==> config.mk <==
export PLATFORM = sky130hd
export DESIGN_NAME = txpp_handoff
export DESIGN_NICKNAME = d
export VERILOG_FILES = /design/src/rtl/txpp_pkg.sv /design/src/rtl/txpp_wrap_cnt.sv /design/src/rtl/txpp_gate.sv /design/src/rtl/txpp_slot_bank.sv /design/src/rtl/txpp_handoff.sv
export SDC_FILE = /design/constraint.sdc
export NUM_CORES = 1
export LEC_CHECK = 0
export BUFFER_PORTS_ARGS = -buffer_cell sky130_fd_sc_hd__clkbuf_2
export CAP_MARGIN = 20
export CORE_ASPECT_RATIO = 1.4
export CORE_MARGIN = 10
export CORE_UTILIZATION = 55
export DETAILED_ROUTE_END_ITERATION = 12
export GPL_ROUTABILITY_DRIVEN = 0
export PLACE_DENSITY = 0.81
export RECOVER_POWER = 25
export REMOVE_ABC_BUFFERS = 1
export SLEW_MARGIN = 10
export SYNTH_ARGS = -nofsm -noshare
export SYNTH_HDL_FRONTEND = slang
export SYNTH_SLANG_ARGS = --single-unit
==> constraint.sdc <==
create_clock -name clk -period 4.5 [get_ports clk]
set_input_delay 0.45 -clock clk [delete_from_list [all_inputs] [get_ports clk]]
set_output_delay 0.45 -clock clk [all_outputs]
set_load 0.02 [all_outputs]
==> src/rtl/txpp_pkg.sv <==
package txpp_pkg;
  // two fixed buffers, used alternately
  localparam int NUM_BUF = 2;
  localparam int IDX_W   = $clog2(NUM_BUF);

  // outcome of one doorbell
  typedef struct packed {
    logic accept;
    logic overflow;
    logic oversize;
  } txpp_gate_t;
endpackage

==> src/rtl/txpp_wrap_cnt.sv <==
module txpp_wrap_cnt #(
  parameter int W = 4
) (
  input  logic         clk,
  input  logic         rst_n,
  input  logic         step,
  output logic [W-1:0] cnt
);
  always_ff @(posedge clk or negedge rst_n) begin
    if (!rst_n)    cnt <= '0;
    else if (step) cnt <= cnt + W'(1);
  end

  AST_CNT_STEP: assert property (@(posedge clk) disable iff (!rst_n)
    step |=> cnt == ($past(cnt) + W'(1)));
  AST_CNT_HOLD: assert property (@(posedge clk) disable iff (!rst_n)
    !step |=> $stable(cnt));
endmodule

==> src/rtl/txpp_gate.sv <==
module txpp_gate
  import txpp_pkg::*;
#(
  parameter int CNT_W     = 4,
  parameter int LEN_W     = 12,
  parameter int BUF_BYTES = 1600,
  parameter int ALIGN     = 4
) (
  input  logic             clk,
  input  logic             rst_n,
  input  logic [CNT_W-1:0] in_cnt,
  input  logic [CNT_W-1:0] out_cnt,
  input  logic             doorbell,
  input  logic [LEN_W-1:0] doorbell_len,
  input  logic             cons_ready,
  output logic [CNT_W-1:0] occ,
  output logic             host_free,
  output logic             cons_valid,
  output logic             handshake,
  output txpp_gate_t       gate,
  output logic [LEN_W:0]   padded_len,
  output logic             ovf_err,
  output logic             len_err
);
  localparam logic [LEN_W:0] PAD_ADD = (LEN_W+1)'(ALIGN - 1);
  localparam logic [LEN_W:0] PAD_MSK = ~PAD_ADD;
  localparam logic [LEN_W:0] BUF_LIM = (LEN_W+1)'(BUF_BYTES);
  localparam logic [CNT_W-1:0] FULL  = CNT_W'(NUM_BUF);

  // modular difference of the two free-running counts
  assign occ        = in_cnt - out_cnt;
  assign host_free  = occ < FULL;
  assign cons_valid = occ != '0;
  assign handshake  = cons_valid && cons_ready;

  assign padded_len = ({1'b0, doorbell_len} + PAD_ADD) & PAD_MSK;

  always_comb begin
    gate.overflow = doorbell && !host_free;
    gate.oversize = doorbell && (padded_len > BUF_LIM);
    gate.accept   = doorbell && !gate.overflow && !gate.oversize;
  end

  always_ff @(posedge clk or negedge rst_n) begin
    if (!rst_n) begin
      ovf_err <= 1'b0;
      len_err <= 1'b0;
    end else begin
      ovf_err <= gate.overflow;
      len_err <= gate.oversize;
    end
  end

  AST_OCC_BOUND: assert property (@(posedge clk) disable iff (!rst_n)
    occ <= FULL);
  AST_NO_OVERFLOW: assert property (@(posedge clk) disable iff (!rst_n)
    (doorbell && !host_free) |=> (ovf_err && in_cnt == $past(in_cnt)));
  AST_LEN_REJECT: assert property (@(posedge clk) disable iff (!rst_n)
    (doorbell && padded_len > BUF_LIM) |=> (len_err && $stable(in_cnt)));
  AST_VALID_DROP: assert property (@(posedge clk) disable iff (!rst_n)
    (handshake && occ == CNT_W'(1) && !doorbell) |=> !cons_valid);
  AST_READY_IDLE: assert property (@(posedge clk) disable iff (!rst_n)
    (cons_ready && !cons_valid) |=> $stable(out_cnt));
  AST_BOTH_MOVE: assert property (@(posedge clk) disable iff (!rst_n)
    (handshake && gate.accept) |=> $stable(occ));
endmodule

==> src/rtl/txpp_slot_bank.sv <==
module txpp_slot_bank
  import txpp_pkg::*;
#(
  parameter int SLOT_W = 11
) (
  input  logic              clk,
  input  logic              rst_n,
  input  logic              wr_en,
  input  logic [IDX_W-1:0]  wr_idx,
  input  logic [SLOT_W-1:0] wr_len,
  input  logic [IDX_W-1:0]  rd_idx,
  output logic [SLOT_W-1:0] rd_len
);
  logic [SLOT_W-1:0] slot_len [NUM_BUF];

  for (genvar g = 0; g < NUM_BUF; g++) begin : g_slot
    always_ff @(posedge clk or negedge rst_n) begin
      if (!rst_n) slot_len[g] <= '0;
      else if (wr_en && wr_idx == IDX_W'(g)) slot_len[g] <= wr_len;
    end
  end

  assign rd_len = slot_len[rd_idx];

  AST_LEN_WRITE: assert property (@(posedge clk) disable iff (!rst_n)
    (wr_en && rd_idx == wr_idx) |=> rd_len == $past(wr_len));
endmodule

==> src/rtl/txpp_handoff.sv <==
module txpp_handoff
  import txpp_pkg::*;
#(
  parameter int CNT_W     = 4,
  parameter int LEN_W     = 12,
  parameter int BUF_BYTES = 1600,
  parameter int ALIGN     = 4,
  localparam int SLOT_W   = $clog2(BUF_BYTES + 1)
) (
  input  logic              clk,
  input  logic              rst_n,
  input  logic              doorbell,
  input  logic [LEN_W-1:0]  doorbell_len,
  output logic              host_free,
  output logic              host_wr_sel,
  output logic [CNT_W-1:0]  stat_out_cnt,
  output logic              ovf_err,
  output logic              len_err,
  output logic              cons_valid,
  input  logic              cons_ready,
  output logic              cons_sel,
  output logic [SLOT_W-1:0] cons_len
);
  logic [CNT_W-1:0] in_cnt, out_cnt, occ;
  logic             handshake;
  txpp_gate_t       gate;
  logic [LEN_W:0]   padded_len;

  txpp_wrap_cnt #(.W(CNT_W)) u_in_cnt (
    .clk(clk), .rst_n(rst_n), .step(gate.accept), .cnt(in_cnt));

  txpp_wrap_cnt #(.W(CNT_W)) u_out_cnt (
    .clk(clk), .rst_n(rst_n), .step(handshake), .cnt(out_cnt));

  txpp_gate #(
    .CNT_W(CNT_W), .LEN_W(LEN_W), .BUF_BYTES(BUF_BYTES), .ALIGN(ALIGN)
  ) u_gate (
    .clk(clk), .rst_n(rst_n), .in_cnt(in_cnt), .out_cnt(out_cnt),
    .doorbell(doorbell), .doorbell_len(doorbell_len), .cons_ready(cons_ready),
    .occ(occ), .host_free(host_free), .cons_valid(cons_valid),
    .handshake(handshake), .gate(gate), .padded_len(padded_len),
    .ovf_err(ovf_err), .len_err(len_err));

  txpp_slot_bank #(.SLOT_W(SLOT_W)) u_slots (
    .clk(clk), .rst_n(rst_n), .wr_en(gate.accept),
    .wr_idx(in_cnt[IDX_W-1:0]), .wr_len(padded_len[SLOT_W-1:0]),
    .rd_idx(out_cnt[IDX_W-1:0]), .rd_len(cons_len));

  assign host_wr_sel  = in_cnt[0];
  assign cons_sel     = out_cnt[0];
  assign stat_out_cnt = out_cnt;

  AST_PING_PONG: assert property (@(posedge clk) disable iff (!rst_n)
    gate.accept |=> host_wr_sel != $past(host_wr_sel));
  AST_SEL_FLIP: assert property (@(posedge clk) disable iff (!rst_n)
    handshake |=> cons_sel != $past(cons_sel));
  AST_LEN_ALIGN: assert property (@(posedge clk) disable iff (!rst_n)
    cons_valid |-> cons_len[1:0] == 2'b00);
  AST_ERR_SINGLE: assert property (@(posedge clk) disable iff (!rst_n)
    ovf_err |=> !ovf_err || $past(doorbell));
endmodule

Word-level counts from Yosys, hierarchy flattened
Index checks and enable logic that the tools add are counted.

Add/sub/neg operators: 4. $lt $le $gt $ge: 3. Mux-type cells: 3. Bitwise operators: 2. Reductions and logical operators: 11.

Operator list (count): 11-bit two-way mux (3); 12-bit by 2-bit adder with 13-bit output (second input constant) (1); 13-bit by 11-bit > comparator with 1-bit output (second input constant) (1); 4-bit by 1-bit adder with 4-bit output (second input constant) (2); 1-bit logical AND (7); 4-bit by 2-bit less-than comparator with 1-bit output (second input constant) (1); 4-bit nonzero test (1); 4-bit subtractor (1); 1-bit zero test (3); 2-bit >= comparator (second input constant) (1); 1-bit inverter with 2-bit output (1); 1-bit inverter (1).

Register bits: 28. Output and inout port bits: 21.

Longest topological paths before layout
Word-level depth: 8. Mapped depth: 9. Mapped depth without buffers: 8.

By module
A second synthesis with hierarchy kept.

Cell total of the unflattened synthesis: 143. Area total of the unflattened synthesis: 1809.2 µm².

By module, submodules not included: txpp_slot_bank (times used 1, cells an instance 60, area an instance 1004.7 µm², sequential area each 550.5 µm²); txpp_gate (times used 1, cells an instance 60, area an instance 476.7 µm², sequential area each 50.0 µm²); txpp_wrap_cnt (times used 2, cells an instance 11, area an instance 160.2 µm², sequential area each 100.1 µm²); txpp_handoff (times used 1, cells an instance 1, area an instance 7.5 µm², sequential area each 0.0 µm²).

Worst setup path before layout
OpenSTA, ideal clock, no wires.

Kind: flip-flop to output port. Start point: reg u_in_cnt.cnt[0]. End point: out cons_valid. Arrival time: 2374 ps. Data required time: 4050 ps. Slack: 1676 ps. Cell stages (with the launch flop): 10. Buffers on the path: 1. Path through: dfrtp_1 -> inv_1 -> ha_1 -> fa_1 -> xor2_1 -> and2_1 -> nand3b_1 -> clkbuf_1 -> inv_1 -> nand2_1.

Cells in the longest elaborated chain, start to end: 2.

RTL lines: start: declaration (RTL line txpp_wrap_cnt.sv:7) `output logic [W-1:0] cnt`; start signal: assignment (RTL line txpp_wrap_cnt.sv:11) `else if (step) cnt <= cnt + W'(1);`; 4-bit subtractor (RTL line txpp_gate.sv:31) `assign occ = in_cnt - out_cnt;`; 4-bit nonzero test (RTL line txpp_gate.sv:33) `assign cons_valid = occ != '0;`; end: declaration (RTL line txpp_handoff.sv:19) `output logic cons_valid,`.

No other way between the ends.

Worst setup path after layout
Start point: reg u_out_cnt.cnt[0]. End point: reg u_slots.slot_len[4] in the netlist's numbering.

Cells in the longest elaborated chain, start to end: 8.

RTL lines: start: declaration (RTL line txpp_wrap_cnt.sv:7); start signal: assignment (RTL line txpp_wrap_cnt.sv:11); 4-bit subtractor (RTL line txpp_gate.sv:31); 4-bit by 2-bit less-than comparator with 1-bit output (RTL line txpp_gate.sv:32) `assign host_free = occ < FULL;`; 1-bit zero test (RTL line txpp_gate.sv:39) `gate.overflow = doorbell && !host_free;`; 1-bit logical AND (RTL line txpp_gate.sv:39); 1-bit zero test (RTL line txpp_gate.sv:41) `gate.accept = doorbell && !gate.overflow && !gate.oversize;`; 1-bit logical AND (2 in series) (RTL line txpp_gate.sv:41); 1-bit logical AND (RTL line txpp_slot_bank.sv:19) `else if (wr_en && wr_idx == IDX_W'(g)) slot_len[g] <= wr_len;`; end signal: indexed assignment (RTL line txpp_slot_bank.sv:19); end: declaration (RTL line txpp_slot_bank.sv:14) `logic [SLOT_W-1:0] slot_len [NUM_BUF];`.

No other way between the ends. A chain may end at the register's enable or synchronous reset.

==> run summary <==
### Power and ir drop
* **net load switching power** 0.000582 W
* **part of the power in combinational logic** 52.3%
* **power consumption** 0.00136 W
* **IR Drop Worst-Case VDD** 0.000408 V
* **P_int** 0.000775 W
* **sequential share of power** 33.2%
* **Static Leakage** 0.877 nW
* **portion of total power attributed to the clock network** 14.5%
* **switching share of total power** 42.9%
* **Power Density** 722 nW/um^2

### Synth
* **cell taking the most area after synthesis** sky130_fd_sc_hd__dfrtp_1
* **Gate Count Post-Synth** 139
* **biggest area contributors in the synthesized netlist** sky130_fd_sc_hd__dfrtp_1 (43%), sky130_fd_sc_hd__mux2_2 (17%), sky130_fd_sc_hd__xnor2_1 (5.9%)
* **combined area of all synthesized cells** 1620 um^2
* **fraction of synthesized cell area taken by the top area cell type** 43.1%
* **Netlist cell types** 34
* **proportion of synthesized chip area in sequential cells** 43.1%
* **Warnings, synthesis** 0
* **register bit total from synthesis** 28
* **syn avg cell area** 11.7 um^2

### CTS
* **buffer cell driving the clock tree root** sky130_fd_sc_hd__clkbuf_8
* **clock-pin slew on the worst setup and hold paths** 0.10 ns
* **CTS buffer count** 3
* **CTS tree** done
* **insertion delay to the later sink of the worst-skew pair** 0.28 ns
* **buffers inserted during post-CTS setup optimization** 0
* **PostCTS Resize Cnt** 0
* **CTS Hold Buffers Added** 0
* **clock buffer depth** 2
* **clock tree sinks** 28
* **H-tree Lvls** 1

### Route
* **DRC violation count after routing** 0
* **Routed WL per cell** 16.2 um
* **DR pass1 iterations** 4
* **final antenna-violating net count** 0
* **First DRT Iteration DRCs** 48
* **total number of vias** 1164
* **final WL** 3390 um
* **per-cell via count in the routed design** 5.57

### Floorplanning
* **Core Box Area** 2850 um^2
* **number of placed I/O pins** 37
* **placement row count** 23
* **starting utilization of the core area** 57.0%
* **area of the die** 5560 um^2
* **die boundary width** 65.9 um
* **overall die height** 84.3 um

### GRT
* **vias in the first global route** 1350
* **global-route usage over all layers** 13.1%
* **pin count of the biggest net entering global routing** 29
* **first-pass GRT wire length** 5980 um
* **total global routing overflow** 0
* **antenna violations before repair** 0

### Timing
* **maximum frequency from static timing analysis** 296 MHz
* **Worst-Margin Slew** 1.47 ns
* **worst slew margin relative to its limit** 2.29%
* **clock skew after layout** 0.00573 ns
* **aggregate negative setup slack** 0 ns
* **share of the cycle needed by the critical path after routing** 75.1%
* **unrepaired setup endpoints after global routing** no
* **Setup-failing EPs final** 0
* **final-report max-slew violation count** 0
* **worst-case hold slack** 0.435 ns
* **final worst path period need** 3.38 ns
* **final hold violation count** 0

### Finish
* **P&R area growth vs syn** 15.8%
* **most common library cell in the layout ignoring fill and taps** sky130_fd_sc_hd__clkbuf_2
* **commonest cells after routing, fill and taps aside** sky130_fd_sc_hd__clkbuf_2 (33), sky130_fd_sc_hd__dfrtp_1 (28), sky130_fd_sc_hd__mux2_2 (24)
* **fraction of final layout cells with drive strength greater than 1** 38.4%
* **Final #Nets** 195
* **number of antenna repair diodes** 0
* **post-layout instance area** 1880 um^2

### Flow run
* **maxcap violations** 0

### Placement
* **Post-DP Area** 1810 um^2
* **buffers added on ports** 34
* **Detail Placement HPWL** 2670 um

### Worst setup path
* **critical path required time** 4.66 ns
* **CP Capture Type** register
* **startpoint type of the worst setup path** register
* **Crit Path Class** reg2reg
* **largest fanout of any net on the critical path** 15
* **CP arrival** 3.54 ns

### Hold path
* **worst min-delay path class** in2reg

### Status
* **run status** finished clean

[flip-flops by register name (all words and copies together) (netlist names)]
| name | cells |
|---|---|
| u_gate.len_err | 1 |
| u_gate.ovf_err | 1 |
| u_in_cnt.cnt | 4 |
| u_out_cnt.cnt | 4 |
| u_slots.slot_len | 18 |
[per-stage QoR]
| stage | worst slack (ns) | util [%] | std cells |
|---|---|---|---|
| floorplan | 1.46 | - | 134 |
| global placement | 1.27 | 63.5 | 205 |
| detailed placement | 1.16 | 63.5 | 205 |
| CTS | 1.12 | 66.1 | 209 |
| global route | 0.895 | 66.0 | 209 |
| finish | 1.12 | 66.0 | 209 |
[cell families (layout without fill, tap and decap cells)]
kind of cell	count (synthesis)	in the layout	synth area share, %
simple gates	31	31	12.3
flops	28	28	43.1
mux	25	25	17.3
compound gates	18	18	9.01
xor+xnor	17	17	9.17
buf+inv	13	45	3.70
fa+ha+maj	6	6	5.08
other cells	1	2	0.231
[cell type report]
cell class | instances | area (um^2)
clock buffers | 3 | 41.3
clock inverters | 1 | 30.0
fillers | 228 | 968
inverters | 7 | 26.3
multi-input cells | 99 | 867
flip-flops and latches | 28 | 701
well taps | 37 | 46.3
repair buffers | 34 | 169
[worst paths after layout]
path | from | endpoint | slack [ns] | cells past startpoint
setup / recovery | u_out_cnt.cnt[0]$_DFFE_PN0P_ | u_slots.slot_len[4]$_DFFE_PN0P_ | 1.12 | 7
hold / removal | doorbell | u_gate.len_err$_DFF_PN0_ | 0.43 | 2
setup reg to reg | u_out_cnt.cnt[0]$_DFFE_PN0P_ | u_slots.slot_len[4]$_DFFE_PN0P_ | 1.12 | 7
hold reg to reg | u_in_cnt.cnt[3]$_DFFE_PN0P_ | u_in_cnt.cnt[3]$_DFFE_PN0P_ | 0.50 | 1
max in group asynchronous | rst_n | u_slots.slot_len[6]$_DFFE_PN0P_ | 3.14 | 1
min in group asynchronous | rst_n | u_in_cnt.cnt[3]$_DFFE_PN0P_ | 0.51 | 1
[worst max-delay path, stage by stage (launching register included)]
cell and delay, ns:
sky130_fd_sc_hd__dfrtp_1 0.62, sky130_fd_sc_hd__ha_1 0.32, sky130_fd_sc_hd__fa_1 0.38, sky130_fd_sc_hd__xor2_1 0.19, sky130_fd_sc_hd__and2_1 0.18, sky130_fd_sc_hd__nand3b_1 0.41, sky130_fd_sc_hd__nor4_4 0.76, sky130_fd_sc_hd__mux2_2 0.41
[power groups by stage]
stage	Combinational, W	Sequential [W]	Clock (W)
2_1_floorplan	0.000485	0.000468	0
3_3_place_gp	0.000692	0.000445	0
4_1_cts	0.000719	0.000450	0.000200
6_report	0.000710	0.000450	0.000197
3_5_place_dp	0.000717	0.000455	0
5_1_grt	0.000786	0.000465	0.000209
[cell usage after synthesis]
cell type / n
sky130_fd_sc_hd__a21oi_1: 2
sky130_fd_sc_hd__a2bb2oi_1: 2
sky130_fd_sc_hd__a31o_2: 1
sky130_fd_sc_hd__and2_1: 2
sky130_fd_sc_hd__and3_1: 1
sky130_fd_sc_hd__buf_4: 3
sky130_fd_sc_hd__clkbuf_1: 3
sky130_fd_sc_hd__conb_1: 1
sky130_fd_sc_hd__dfrtp_1: 28
sky130_fd_sc_hd__fa_1: 1
sky130_fd_sc_hd__ha_1: 5
sky130_fd_sc_hd__inv_1: 7
sky130_fd_sc_hd__mux2_1: 1
sky130_fd_sc_hd__mux2_2: 24
sky130_fd_sc_hd__nand2_1: 9
sky130_fd_sc_hd__nand2b_1: 2
sky130_fd_sc_hd__nand3_1: 3
sky130_fd_sc_hd__nand3b_1: 2
sky130_fd_sc_hd__nor2_1: 3
sky130_fd_sc_hd__nor3_1: 2
sky130_fd_sc_hd__nor4_1: 2
sky130_fd_sc_hd__nor4_4: 2
sky130_fd_sc_hd__nor4b_2: 1
sky130_fd_sc_hd__o211ai_1: 3
sky130_fd_sc_hd__o21a_1: 1
sky130_fd_sc_hd__o21ai_0: 3
sky130_fd_sc_hd__o311a_4: 1
sky130_fd_sc_hd__o31a_1: 1
sky130_fd_sc_hd__o31ai_1: 2
sky130_fd_sc_hd__o32a_1: 2
sky130_fd_sc_hd__or3_1: 1
sky130_fd_sc_hd__or4_1: 1
sky130_fd_sc_hd__xnor2_1: 11
sky130_fd_sc_hd__xor2_1: 6
[layer usage]
layer | wire (um) | global-route usage [%] | part of all wire [%]
met3 | 226 | 4.26 | 6.7
met1 | 1400 | 14.2 | 41
met2 | 1720 | 23.1 | 51
met5 | 0 | 0 | 0
met4 | 40 | 3.52 | 1.2
No activity file was read; power rests on OpenSTA's default activity.
